===== src/rtl/blit_pkg.sv =====
package blit_pkg;
  localparam int PIX_W = 8;
  localparam int CRD_W = 16;
  localparam int REG_W = 32;
  localparam int RA_W  = 3;

  localparam logic [RA_W-1:0] RA_OP     = 3'd0;
  localparam logic [RA_W-1:0] RA_MASK   = 3'd1;
  localparam logic [RA_W-1:0] RA_DIR    = 3'd2;
  localparam logic [RA_W-1:0] RA_DST    = 3'd3;
  localparam logic [RA_W-1:0] RA_SIZE   = 3'd4;
  localparam logic [RA_W-1:0] RA_SRC    = 3'd5;
  localparam logic [RA_W-1:0] RA_PIXPOS = 3'd6;
  localparam logic [RA_W-1:0] RA_PIXDAT = 3'd7;

  localparam int STAT_DONE_BIT = 2;

  localparam logic [PIX_W-1:0] OPC_CLEAR  = 8'h00;
  localparam logic [PIX_W-1:0] OPC_COPY   = 8'h33;
  localparam logic [PIX_W-1:0] OPC_INVERT = 8'hCC;
  localparam logic [PIX_W-1:0] OPC_SET    = 8'hFF;

  typedef struct packed {
    logic [PIX_W-1:0] op;
    logic [PIX_W-1:0] mask;
    logic             back_x;
    logic             back_y;
    logic [CRD_W-1:0] sx;
    logic [CRD_W-1:0] sy;
    logic [CRD_W-1:0] dx;
    logic [CRD_W-1:0] dy;
    logic [CRD_W-1:0] w;
    logic [CRD_W-1:0] h;
  } blit_cmd_t;

  typedef enum logic [1:0] {WS_IDLE, WS_RD_SRC, WS_RD_DST, WS_WRITE} walk_state_e;

  function automatic logic [CRD_W-1:0] lo_half(input logic [REG_W-1:0] word);
    return word[CRD_W-1:0];
  endfunction

  function automatic logic [CRD_W-1:0] hi_half(input logic [REG_W-1:0] word);
    return word[REG_W-1:CRD_W];
  endfunction

  function automatic logic op_reads_src(input logic [PIX_W-1:0] op);
    return op == OPC_COPY;
  endfunction

  // Both bits of a pair must be set to reverse that axis
  function automatic logic dir_back_y(input logic [PIX_W-1:0] d);
    return d[3] & d[1];
  endfunction

  function automatic logic dir_back_x(input logic [PIX_W-1:0] d);
    return d[2] & d[0];
  endfunction

  function automatic logic [PIX_W-1:0] rop_merge(input logic [PIX_W-1:0] op,
                                                 input logic [PIX_W-1:0] mask,
                                                 input logic [PIX_W-1:0] src,
                                                 input logic [PIX_W-1:0] dst);
    logic [PIX_W-1:0] f;
    case (op)
      OPC_CLEAR:  f = '0;
      OPC_SET:    f = '1;
      OPC_COPY:   f = src;
      OPC_INVERT: f = ~dst;
      default:    f = dst;
    endcase
    return (dst & ~mask) | (f & mask);
  endfunction
endpackage


===== src/rtl/blit_regs.sv =====
module blit_regs
  import blit_pkg::*;
(
  input  logic             clk,
  input  logic             rst_n,
  input  logic             wr_en,
  input  logic [RA_W-1:0]  wr_addr,
  input  logic [REG_W-1:0] wr_data,
  input  logic             busy,
  output blit_cmd_t        cmd,
  output logic             launch,
  output logic [REG_W-1:0] pix_pos,
  output logic             pix_we,
  output logic [PIX_W-1:0] pix_wdata
);
  logic             accept;
  logic [PIX_W-1:0] op_q, mask_q;
  logic             bx_q, by_q;
  logic [REG_W-1:0] dst_q, size_q, pos_q;

  assign accept = wr_en && !busy;

  always_ff @(posedge clk) begin
    if (!rst_n) begin
      op_q   <= '0;
      mask_q <= '0;
      bx_q   <= 1'b0;
      by_q   <= 1'b0;
      dst_q  <= '0;
      size_q <= '0;
      pos_q  <= '0;
    end else if (accept) begin
      case (wr_addr)
        RA_OP:     op_q   <= wr_data[PIX_W-1:0];
        RA_MASK:   mask_q <= wr_data[PIX_W-1:0];
        RA_DIR: begin
          bx_q <= dir_back_x(wr_data[PIX_W-1:0]);
          by_q <= dir_back_y(wr_data[PIX_W-1:0]);
        end
        RA_DST:    dst_q  <= wr_data;
        RA_SIZE:   size_q <= wr_data;
        RA_PIXPOS: pos_q  <= wr_data;
        default: ;
      endcase
    end
  end

  assign launch    = accept && (wr_addr == RA_SRC);
  assign pix_we    = accept && (wr_addr == RA_PIXDAT);
  assign pix_wdata = wr_data[PIX_W-1:0];
  assign pix_pos   = pos_q;

  always_comb begin
    cmd.op     = op_q;
    cmd.mask   = mask_q;
    cmd.back_x = bx_q;
    cmd.back_y = by_q;
    cmd.sx     = lo_half(wr_data);
    cmd.sy     = hi_half(wr_data);
    cmd.dx     = lo_half(dst_q);
    cmd.dy     = hi_half(dst_q);
    cmd.w      = lo_half(size_q);
    cmd.h      = hi_half(size_q);
  end
endmodule


===== src/rtl/blit_walker.sv =====
module blit_walker
  import blit_pkg::*;
#(
  parameter int XB = 4,
  parameter int YB = 4
) (
  input  logic             clk,
  input  logic             rst_n,
  input  logic             launch,
  input  blit_cmd_t        cmd,
  input  logic [PIX_W-1:0] ram_q,
  output logic             ram_en,
  output logic             ram_we,
  output logic [XB+YB-1:0] ram_addr,
  output logic [PIX_W-1:0] ram_wdata,
  output logic             busy,
  output logic [PIX_W-1:0] act_mask
);
  walk_state_e      st_q;
  logic [PIX_W-1:0] op_q, mask_q, src_px_q;
  logic             bx_q, by_q;
  logic [XB-1:0]    sx_q, dx_q, sx0_q, dx0_q;
  logic [YB-1:0]    sy_q, dy_q;
  logic [CRD_W-1:0] col_q, row_q, wlast_q, hlast_q;
  logic             zero_sz, col_end, row_end;
  logic [XB-1:0]    dx_first;
  logic [YB-1:0]    dy_first;
  walk_state_e      first_st, loop_st;
  logic             unused_hi;

  assign zero_sz  = (cmd.w == '0) || (cmd.h == '0);
  assign col_end  = (col_q == wlast_q);
  assign row_end  = (row_q == hlast_q);
  assign dx_first = cmd.back_x ? cmd.dx[XB-1:0] - XB'(1) : cmd.dx[XB-1:0];
  assign dy_first = cmd.back_y ? cmd.dy[YB-1:0] - YB'(1) : cmd.dy[YB-1:0];
  assign first_st = op_reads_src(cmd.op) ? WS_RD_SRC : WS_RD_DST;
  assign loop_st  = op_reads_src(op_q) ? WS_RD_SRC : WS_RD_DST;
  assign unused_hi = ^{cmd.sx[CRD_W-1:XB], cmd.dx[CRD_W-1:XB],
                       cmd.sy[CRD_W-1:YB], cmd.dy[CRD_W-1:YB]};

  always_ff @(posedge clk) begin
    if (!rst_n) begin
      st_q     <= WS_IDLE;
      op_q     <= '0;
      mask_q   <= '0;
      src_px_q <= '0;
      bx_q     <= 1'b0;
      by_q     <= 1'b0;
      sx_q     <= '0;
      dx_q     <= '0;
      sx0_q    <= '0;
      dx0_q    <= '0;
      sy_q     <= '0;
      dy_q     <= '0;
      col_q    <= '0;
      row_q    <= '0;
      wlast_q  <= '0;
      hlast_q  <= '0;
    end else begin
      case (st_q)
        WS_IDLE: if (launch && !zero_sz) begin
          st_q    <= first_st;
          op_q    <= cmd.op;
          mask_q  <= cmd.mask;
          bx_q    <= cmd.back_x;
          by_q    <= cmd.back_y;
          sx_q    <= cmd.sx[XB-1:0];
          sx0_q   <= cmd.sx[XB-1:0];
          dx_q    <= dx_first;
          dx0_q   <= dx_first;
          sy_q    <= cmd.sy[YB-1:0];
          dy_q    <= dy_first;
          col_q   <= '0;
          row_q   <= '0;
          wlast_q <= cmd.w - CRD_W'(1);
          hlast_q <= cmd.h - CRD_W'(1);
        end
        WS_RD_SRC: st_q <= WS_RD_DST;
        WS_RD_DST: begin
          st_q <= WS_WRITE;
          if (op_reads_src(op_q)) src_px_q <= ram_q;
        end
        WS_WRITE: begin
          if (col_end) begin
            col_q <= '0;
            sx_q  <= sx0_q;
            dx_q  <= dx0_q;
            if (row_end) begin
              st_q <= WS_IDLE;
            end else begin
              st_q  <= loop_st;
              row_q <= row_q + CRD_W'(1);
              sy_q  <= by_q ? sy_q - YB'(1) : sy_q + YB'(1);
              dy_q  <= by_q ? dy_q - YB'(1) : dy_q + YB'(1);
            end
          end else begin
            st_q  <= loop_st;
            col_q <= col_q + CRD_W'(1);
            sx_q  <= bx_q ? sx_q - XB'(1) : sx_q + XB'(1);
            dx_q  <= bx_q ? dx_q - XB'(1) : dx_q + XB'(1);
          end
        end
        default: st_q <= WS_IDLE;
      endcase
    end
  end

  always_comb begin
    ram_en    = 1'b0;
    ram_we    = 1'b0;
    ram_addr  = {dy_q, dx_q};
    ram_wdata = rop_merge(op_q, mask_q, src_px_q, ram_q);
    case (st_q)
      WS_RD_SRC: begin
        ram_en   = 1'b1;
        ram_addr = {sy_q, sx_q};
      end
      WS_RD_DST: ram_en = 1'b1;
      WS_WRITE: begin
        ram_en = 1'b1;
        ram_we = 1'b1;
      end
      default: ;
    endcase
  end

  assign busy     = (st_q != WS_IDLE);
  assign act_mask = mask_q;
endmodule


===== src/rtl/blit_pixram.sv =====
module blit_pixram #(
  parameter int AW = 8,
  parameter int DW = 8
) (
  input  logic          clk,
  input  logic          en,
  input  logic          we,
  input  logic [AW-1:0] addr,
  input  logic [DW-1:0] wdata,
  output logic [DW-1:0] q
);
  localparam int DEPTH = 1 << AW;
  logic [DW-1:0] mem [DEPTH];

  always_ff @(posedge clk) begin
    if (en) begin
      if (we) mem[addr] <= wdata;
      else    q         <= mem[addr];
    end
  end
endmodule


===== src/rtl/blit_engine.sv =====
module blit_engine
  import blit_pkg::*;
#(
  parameter int FB_XB = 4,
  parameter int FB_YB = 4
) (
  input  logic             clk,
  input  logic             rst_n,
  input  logic             wr_en,
  input  logic [RA_W-1:0]  wr_addr,
  input  logic [REG_W-1:0] wr_data,
  input  logic             rd_en,
  input  logic [RA_W-1:0]  rd_addr,
  output logic [REG_W-1:0] rd_data
);
  localparam int AW = FB_XB + FB_YB;

  blit_cmd_t        cmd;
  logic             launch, busy, done;
  logic [REG_W-1:0] pix_pos;
  logic             pix_we;
  logic [PIX_W-1:0] pix_wdata;
  logic             eng_en, eng_we;
  logic [AW-1:0]    eng_addr, host_addr, ram_addr;
  logic [PIX_W-1:0] eng_wdata, ram_wdata, ram_q, act_mask;
  logic             host_rd, ram_en, ram_we;
  logic             rd_pix_q, stat_q;
  logic             unused_pos;

  blit_regs u_regs (
    .clk      (clk),
    .rst_n    (rst_n),
    .wr_en    (wr_en),
    .wr_addr  (wr_addr),
    .wr_data  (wr_data),
    .busy     (busy),
    .cmd      (cmd),
    .launch   (launch),
    .pix_pos  (pix_pos),
    .pix_we   (pix_we),
    .pix_wdata(pix_wdata)
  );

  blit_walker #(.XB(FB_XB), .YB(FB_YB)) u_walk (
    .clk      (clk),
    .rst_n    (rst_n),
    .launch   (launch),
    .cmd      (cmd),
    .ram_q    (ram_q),
    .ram_en   (eng_en),
    .ram_we   (eng_we),
    .ram_addr (eng_addr),
    .ram_wdata(eng_wdata),
    .busy     (busy),
    .act_mask (act_mask)
  );

  assign done       = !busy;
  assign host_rd    = rd_en && (rd_addr == RA_PIXDAT) && !busy;
  assign host_addr  = {pix_pos[CRD_W+FB_YB-1:CRD_W], pix_pos[FB_XB-1:0]};
  assign unused_pos = ^{pix_pos[REG_W-1:CRD_W+FB_YB], pix_pos[CRD_W-1:FB_XB]};

  // Engine owns the RAM port while busy; host pixel traffic otherwise
  assign ram_en    = busy ? eng_en    : (pix_we || host_rd);
  assign ram_we    = busy ? eng_we    : pix_we;
  assign ram_addr  = busy ? eng_addr  : host_addr;
  assign ram_wdata = busy ? eng_wdata : pix_wdata;

  blit_pixram #(.AW(AW), .DW(PIX_W)) u_ram (
    .clk  (clk),
    .en   (ram_en),
    .we   (ram_we),
    .addr (ram_addr),
    .wdata(ram_wdata),
    .q    (ram_q)
  );

  always_ff @(posedge clk) begin
    if (!rst_n) begin
      rd_pix_q <= 1'b0;
      stat_q   <= 1'b0;
    end else if (rd_en) begin
      rd_pix_q <= host_rd;
      stat_q   <= (rd_addr == RA_PIXPOS) && done;
    end
  end

  always_comb begin
    rd_data = '0;
    if (rd_pix_q) rd_data[PIX_W-1:0] = ram_q;
    else          rd_data[STAT_DONE_BIT] = stat_q;
  end
endmodule


===== config.mk =====
export PLATFORM = sky130hd
export DESIGN_NAME = blit_engine
export DESIGN_NICKNAME = d
export VERILOG_FILES = /design/src/rtl/blit_pkg.sv /design/src/rtl/blit_regs.sv /design/src/rtl/blit_walker.sv /design/src/rtl/blit_pixram.sv /design/src/rtl/blit_engine.sv
export SDC_FILE = /design/constraint.sdc
export NUM_CORES = 2
export LEC_CHECK = 0
export BUFFER_PORTS_ARGS = -buffer_cell sky130_fd_sc_hd__buf_2
export CORE_MARGIN = 2
export CORE_UTILIZATION = 50
export CTS_CLUSTER_SIZE = 24
export DETAILED_ROUTE_END_ITERATION = 6
export GPL_ROUTABILITY_DRIVEN = 0
export GPL_TIMING_DRIVEN = 0
export MAX_ROUTING_LAYER = met4
export PLACE_DENSITY = 0.7
export SYNTH_ARGS = -nofsm -noshare
export SYNTH_HDL_FRONTEND = slang
export SYNTH_HIERARCHICAL = 1
export SYNTH_SLANG_ARGS = --single-unit
export TNS_END_PERCENT = 50

===== constraint.sdc =====
create_clock -name clk -period 5.6 [get_ports clk]
set_clock_uncertainty 0.1 [all_clocks]
set_input_delay 1.12 -clock clk [delete_from_list [all_inputs] [get_ports clk]]
set_output_delay 1.12 -clock clk [all_outputs]
set_load 0.005 [all_outputs]

# == After elaboration in Yosys (flattened, before gate mapping) ==
# Memories as Yosys holds them, arrays and structs flattened. A register that Yosys moved wholly into a read port is not among the register bits.
# Index checks and enable logic that the tools add are counted.
# totals
register_bits,208
ram_bits,2048
inputBits,42
out_inout_bits,32
wordCells,145
n_memories,1
# op_classes
n_addsub,14
eq_ne,21
n_mux,46
n_bitwise,8
n_reduce_logical,30
# mem_list
memory,depth,width,read_ports,rd_clocked_by_memory_dff,wr,line_no,rtl
u_ram.mem,256,8,1,1,1,blit_pixram.sv:13,logic [DW-1:0] mem [DEPTH];
# op_table
operator,n
16-bit 2-to-1 mux,4
4-bit 2-to-1 mux,16
16-bit case mux with 2 select lines,2
16-bit by 1-bit adder with 16-bit output (second input constant),2
16-bit == test,2
16-bit logical NOT,2
4-bit case mux with 2 select lines,4
8-bit case mux with 4 select lines,1
16-bit by 1-bit subtractor with 16-bit output (second input constant),2
8-bit 2-to-1 mux,3
4-bit by 1-bit subtractor with 4-bit output (second input constant),6
2-bit AND reduction,10
3-bit == test (second input constant),6
4-bit by 1-bit adder with 4-bit output (second input constant),4
8-bit AND,2
8-bit by 6-bit == test with 1-bit output (second input constant),2
8-bit == test (second input constant),2
8-bit NOT,2
2-bit 2-to-1 mux,6
8-bit logical NOT,1
1-bit 2-to-1 mux,8
8-bit bitwise OR,1
2-bit case mux with 4 select lines,1
1-bit logical AND,7
16 further kinds,23

# == Logic depth before layout (Yosys ltp) ==
# depth
word_depth,8
depth_mapped,14
mapped_depth_nobuf,9

# == By module ==
# The synthesis kept the hierarchy.
# modules_own_cells
module,instances,cells_each,area_each_um2
blit_pixram,1,3526,78376.4
blit_walker,1,811,6561.3
blit_regs,1,459,4565.6
blit_engine,1,64,599.3

# == Least setup slack after synthesis ==
# No wires, ideal clock.
# synth_timing
kind,reg-to-reg
startpoint,register u_walk.op_q[7]
endpoint,memory u_ram.mem[0][7] (data pin)
arrival_time_ps,3342
required_time_ps,4943
setup_slack_ps,1601
path_stages_with_launch,7
path_buffers,0
synth_period_minus_slack_ps,3999
cell_sequence,dfxtp_1 or4_1 nor2b_1 a21oi_1 a21oi_1 a31oi_1 mux2_2
# synth_via
elab_chain_cells,5
# synth_lines
item,line_no,rtl
"start, declared",blit_walker.sv:20,"logic [PIX_W-1:0] op_q, mask_q, src_px_q;"
"start signal, assigned",blit_walker.sv:63,op_q <= cmd.op;
8-bit == test (tied with other cells),blit_pkg.sv:64,case (op)
8-bit case mux with 4 select lines (*),blit_pkg.sv:64,
8-bit AND (*),blit_pkg.sv:71,return (dst & ~mask) | (f & mask);
8-bit bitwise OR (*),blit_pkg.sv:71,
named net eng_wdata[7],blit_engine.sv:25,"logic [PIX_W-1:0] eng_wdata, ram_wdata, ram_q, act_mask;"
8-bit 2-to-1 mux (*),blit_engine.sv:67,assign ram_wdata = busy ? eng_wdata : pix_wdata;
named net ram_wdata[7],blit_engine.sv:25,
"end, declared",blit_pixram.sv:13,
# Mark *: on every way through the listed nets, which the timed path passes. The rest lies on a longest branch.

# == Final worst setup path ==
# layout_timing
startpoint,register u_walk.st_q[0]
endpoint,"register u_ram.q[7], read port of u_ram.mem (data pin)"
# layout_lines
item,line_no,rtl
"start, declared",blit_walker.sv:19,walk_state_e st_q;
"start signal, assigned",blit_walker.sv:62,st_q <= first_st;
"start signal, assigned",blit_walker.sv:91,st_q <= loop_st;
"start signal, assigned",blit_walker.sv:97,st_q <= loop_st;
2-bit by 1-bit == test with 1-bit output,blit_walker.sv:113,case (st_q)
8-bit 2-to-1 mux,blit_walker.sv:113,
named net eng_addr[1],blit_engine.sv:24,"logic [AW-1:0] eng_addr, host_addr, ram_addr;"
8-bit 2-to-1 mux,blit_engine.sv:66,assign ram_addr = busy ? eng_addr : host_addr;
named net ram_addr[1],blit_engine.sv:24,
"end, declared",blit_pixram.sv:10,output logic [DW-1:0] q
# The timed path passes the listed nets, and every way through them passes these cells.
# A chain may end at the register's enable or synchronous reset.

==> metrics <==
sequence of cells on the critical path=nor2b_1 -> clkbuf_1 -> nand2_1 -> o21ai_0 -> mux2_2 -> buf_2 -> clkbuf_4 -> buf_1 -> mux4_2 -> a22oi_1 -> a21oi_1 -> o41ai_2 -> nand4_1; CTS Hold Bufs=0; dpl cells=~7100; Synth Instances=~4700; vias=47560; FP Rows=about 150; # port buffers=about 50; Tmin final=5.697 ns; TritonCTS buffer count=approximately 210; Core Region=0.1757 mm^2; die extent in x=between 400 and 500 um; final period utilization=101.7%; Pins Over Slew Limit=0; Power, Total=between 30 and 40 mW; Syn Area/Cell=18.83 um^2; DIE HEIGHT=between 400 and 500 um; worst slew pin tran=between 1 and 1.5 ns; final worst slack=-0.09723 ns; TritonRoute pass-1 iters=6; Max FO, Critical Path=10; WP data arrival=approximately 6.1 ns; worst path required time=6.02 ns; setup TNS=-2.140 ns; Area growth syn-to-layout=12.80%; DRC viols=1; Multi-input gate area=0.02174 mm^2; FMAX=175.5 MHz; first-pass GRT wire length=between 300000 and 400000 um; Post-Layout Cell Count=~7500; # H-tree levels=4; Pwr Density=roughly 340 mW/mm^2; slowest library cell on the worst path=o41ai_2; max incr delay on CP=roughly 0.73 ns; CP Class=flip-flop to flip-flop; antenna violations before repair=10; CP Launch Type=flip-flop; Seq. cell area=roughly 0.065 mm^2; drt total wl=about 230000 um; Total GRT Usage=26.85%; final setup fails=between 60 and 70; vias in the first global route=46260; buffers plus inverters on the worst setup path=4; grt total ovfl=0; yosys warns=6; # IOs=74; CTS tree=done; DR iter-0 viols=roughly 6700; clk_lat worst skew=approximately 0.88 ns; clock transition at the registers of the reported paths=approximately 0.06 ns; fillers=about 13000; clk root buf=clkbuf_16; Worst setup EP type=flip-flop; Initial Util=50.23%; VDD IR max=0.2690 mV; max-capacitance violation count=0; largest net degree at the start of global routing=~150; Clock Path Buffers=3; Syn Std Cell Area=0.08827 mm^2; post-route ant nets=0; Routed wire per std cell=between 30 and 40 um; CTS Sinks=2240; die area=roughly 0.18 mm^2; endpoints failing hold=0; Max-Slew Margin vs Limit=21.28%; dpl hpwl=152900 um; Crit path max-delay family=buffers and inverters; layout net count=5051; Hold WC Path Type=flip-flop to flip-flop; failing checks=DRC, setup timing; fraction of layout cells with a size suffix above 1=24.78%; status=finished, violations left; Worst Hold Slack=between 0.3 and 0.4 ns; Via density=~6.3; Static Leak=around 30 nW; RSZ-0062 raised after global routing=false
==> worst register-to-register path: cells and delay by family (launching register included) <==
kind,cells,cell delay (ns)
AO/OA/AOI/OAI,4,1.57
buffers and inverters,4,1.85
flip-flops,1,0.40
multiplexers,2,0.68
AND/OR/NAND/NOR,3,0.75
==> repair_timing <==
action | in CTS | in global routing
setup endpoints to repair | 2056 | 865
hold endpoints to repair | 0 | 0
buffers inserted | 0 | 0
gates cloned | 0 | 0
resized for setup | 204 | 32
pin swaps | 0 | 0
==> sequential cells by signal, summed over array words and instances (netlist names), 4 cells and up <==
register / count
u_walk/src_px_q: 8
u_walk/col_q: 16
u_walk/row_q: 16
u_ram/mem: 2048
u_walk/sx_q: 4
u_walk/sx0_q: 4
u_walk/dx_q: 4
u_regs/op_q: 8
u_regs/dst_q: 8
u_regs/pix_pos: 8
u_walk/sy_q: 4
u_walk/op_q: 8
u_walk/hlast_q: 16
u_ram/q: 8
u_walk/act_mask: 8
u_regs/size_q: 32
u_walk/dy_q: 4
u_walk/wlast_q: 16
u_walk/dx0_q: 4
u_regs/mask_q: 8
==> where the power goes <==
part           switching [mW]  leakage, nW  total, mW  internal, mW
clock network            6.25         3.34       14.3          8.00
logic                   0.882         7.49       1.23         0.353
registers              0.0231         20.0       18.4          18.4
total                    7.16         30.8       33.9          26.7
==> per-stage QoR <==
stage,util (%),setup WS (ns),cell area [um^2]
3_3_place_gp,52.09,-1.643,91530
2_1_floorplan,-,1.601,88360
4_1_cts,56.61,-0.1142,99490
3_5_place_dp,52.36,-1.288,92010
6_report,56.66,-0.09723,99580
5_1_grt,56.66,0.001083,99560
==> cell usage in the layout (no fill, tap or decap), types with 149 or more instances in the layout <==
cell and n:
a21oi_1 202, a22oi_1 256, clkbuf_1 199, clkbuf_16 216
dfxtp_1 184, edfxtp_1 2056, mux4_2 512, nand2_1 213
nor2_1 187, nor2_2 149
==> layout make-up <==
class | count | area share [%]
inverters | 30 | 0.1131
flip-flops and latches | 2240 | 65.70
repair buffers | 63 | 0.6107
clock inverters | 129 | 1.356
diodes | 11 | 0.02764
multi-input cells | 2100 | 21.83
clock buffers | 264 | 5.609
plain buffers | 340 | 1.812
well taps | 2340 | 2.940
==> path summary, 6_finish.rpt <==
path / cells after the start / slack [ns] / to / startpoint
min: 2 / 0.35 / u_walk/sx0_q[2] / u_walk/sx0_q[2]
max reg2reg: 13 / -0.1 / u_ram/q[7] / u_walk/st_q[0]
min reg2reg: 2 / 0.35 / u_walk/sx0_q[2] / u_walk/sx0_q[2]
max: 13 / -0.1 / u_ram/q[7] / u_walk/st_q[0]
==> layer usage <==
metal  up-vias  GRT usage, %  share of wire [%]
met5         -             -                  0
met4         0         11.89                5.2
met3       557         6.016                 11
met2      2786         40.90                 47
met1     24620         34.94                 36
li1      19600             -                  -
No activity file was read; power rests on OpenSTA's default activity.
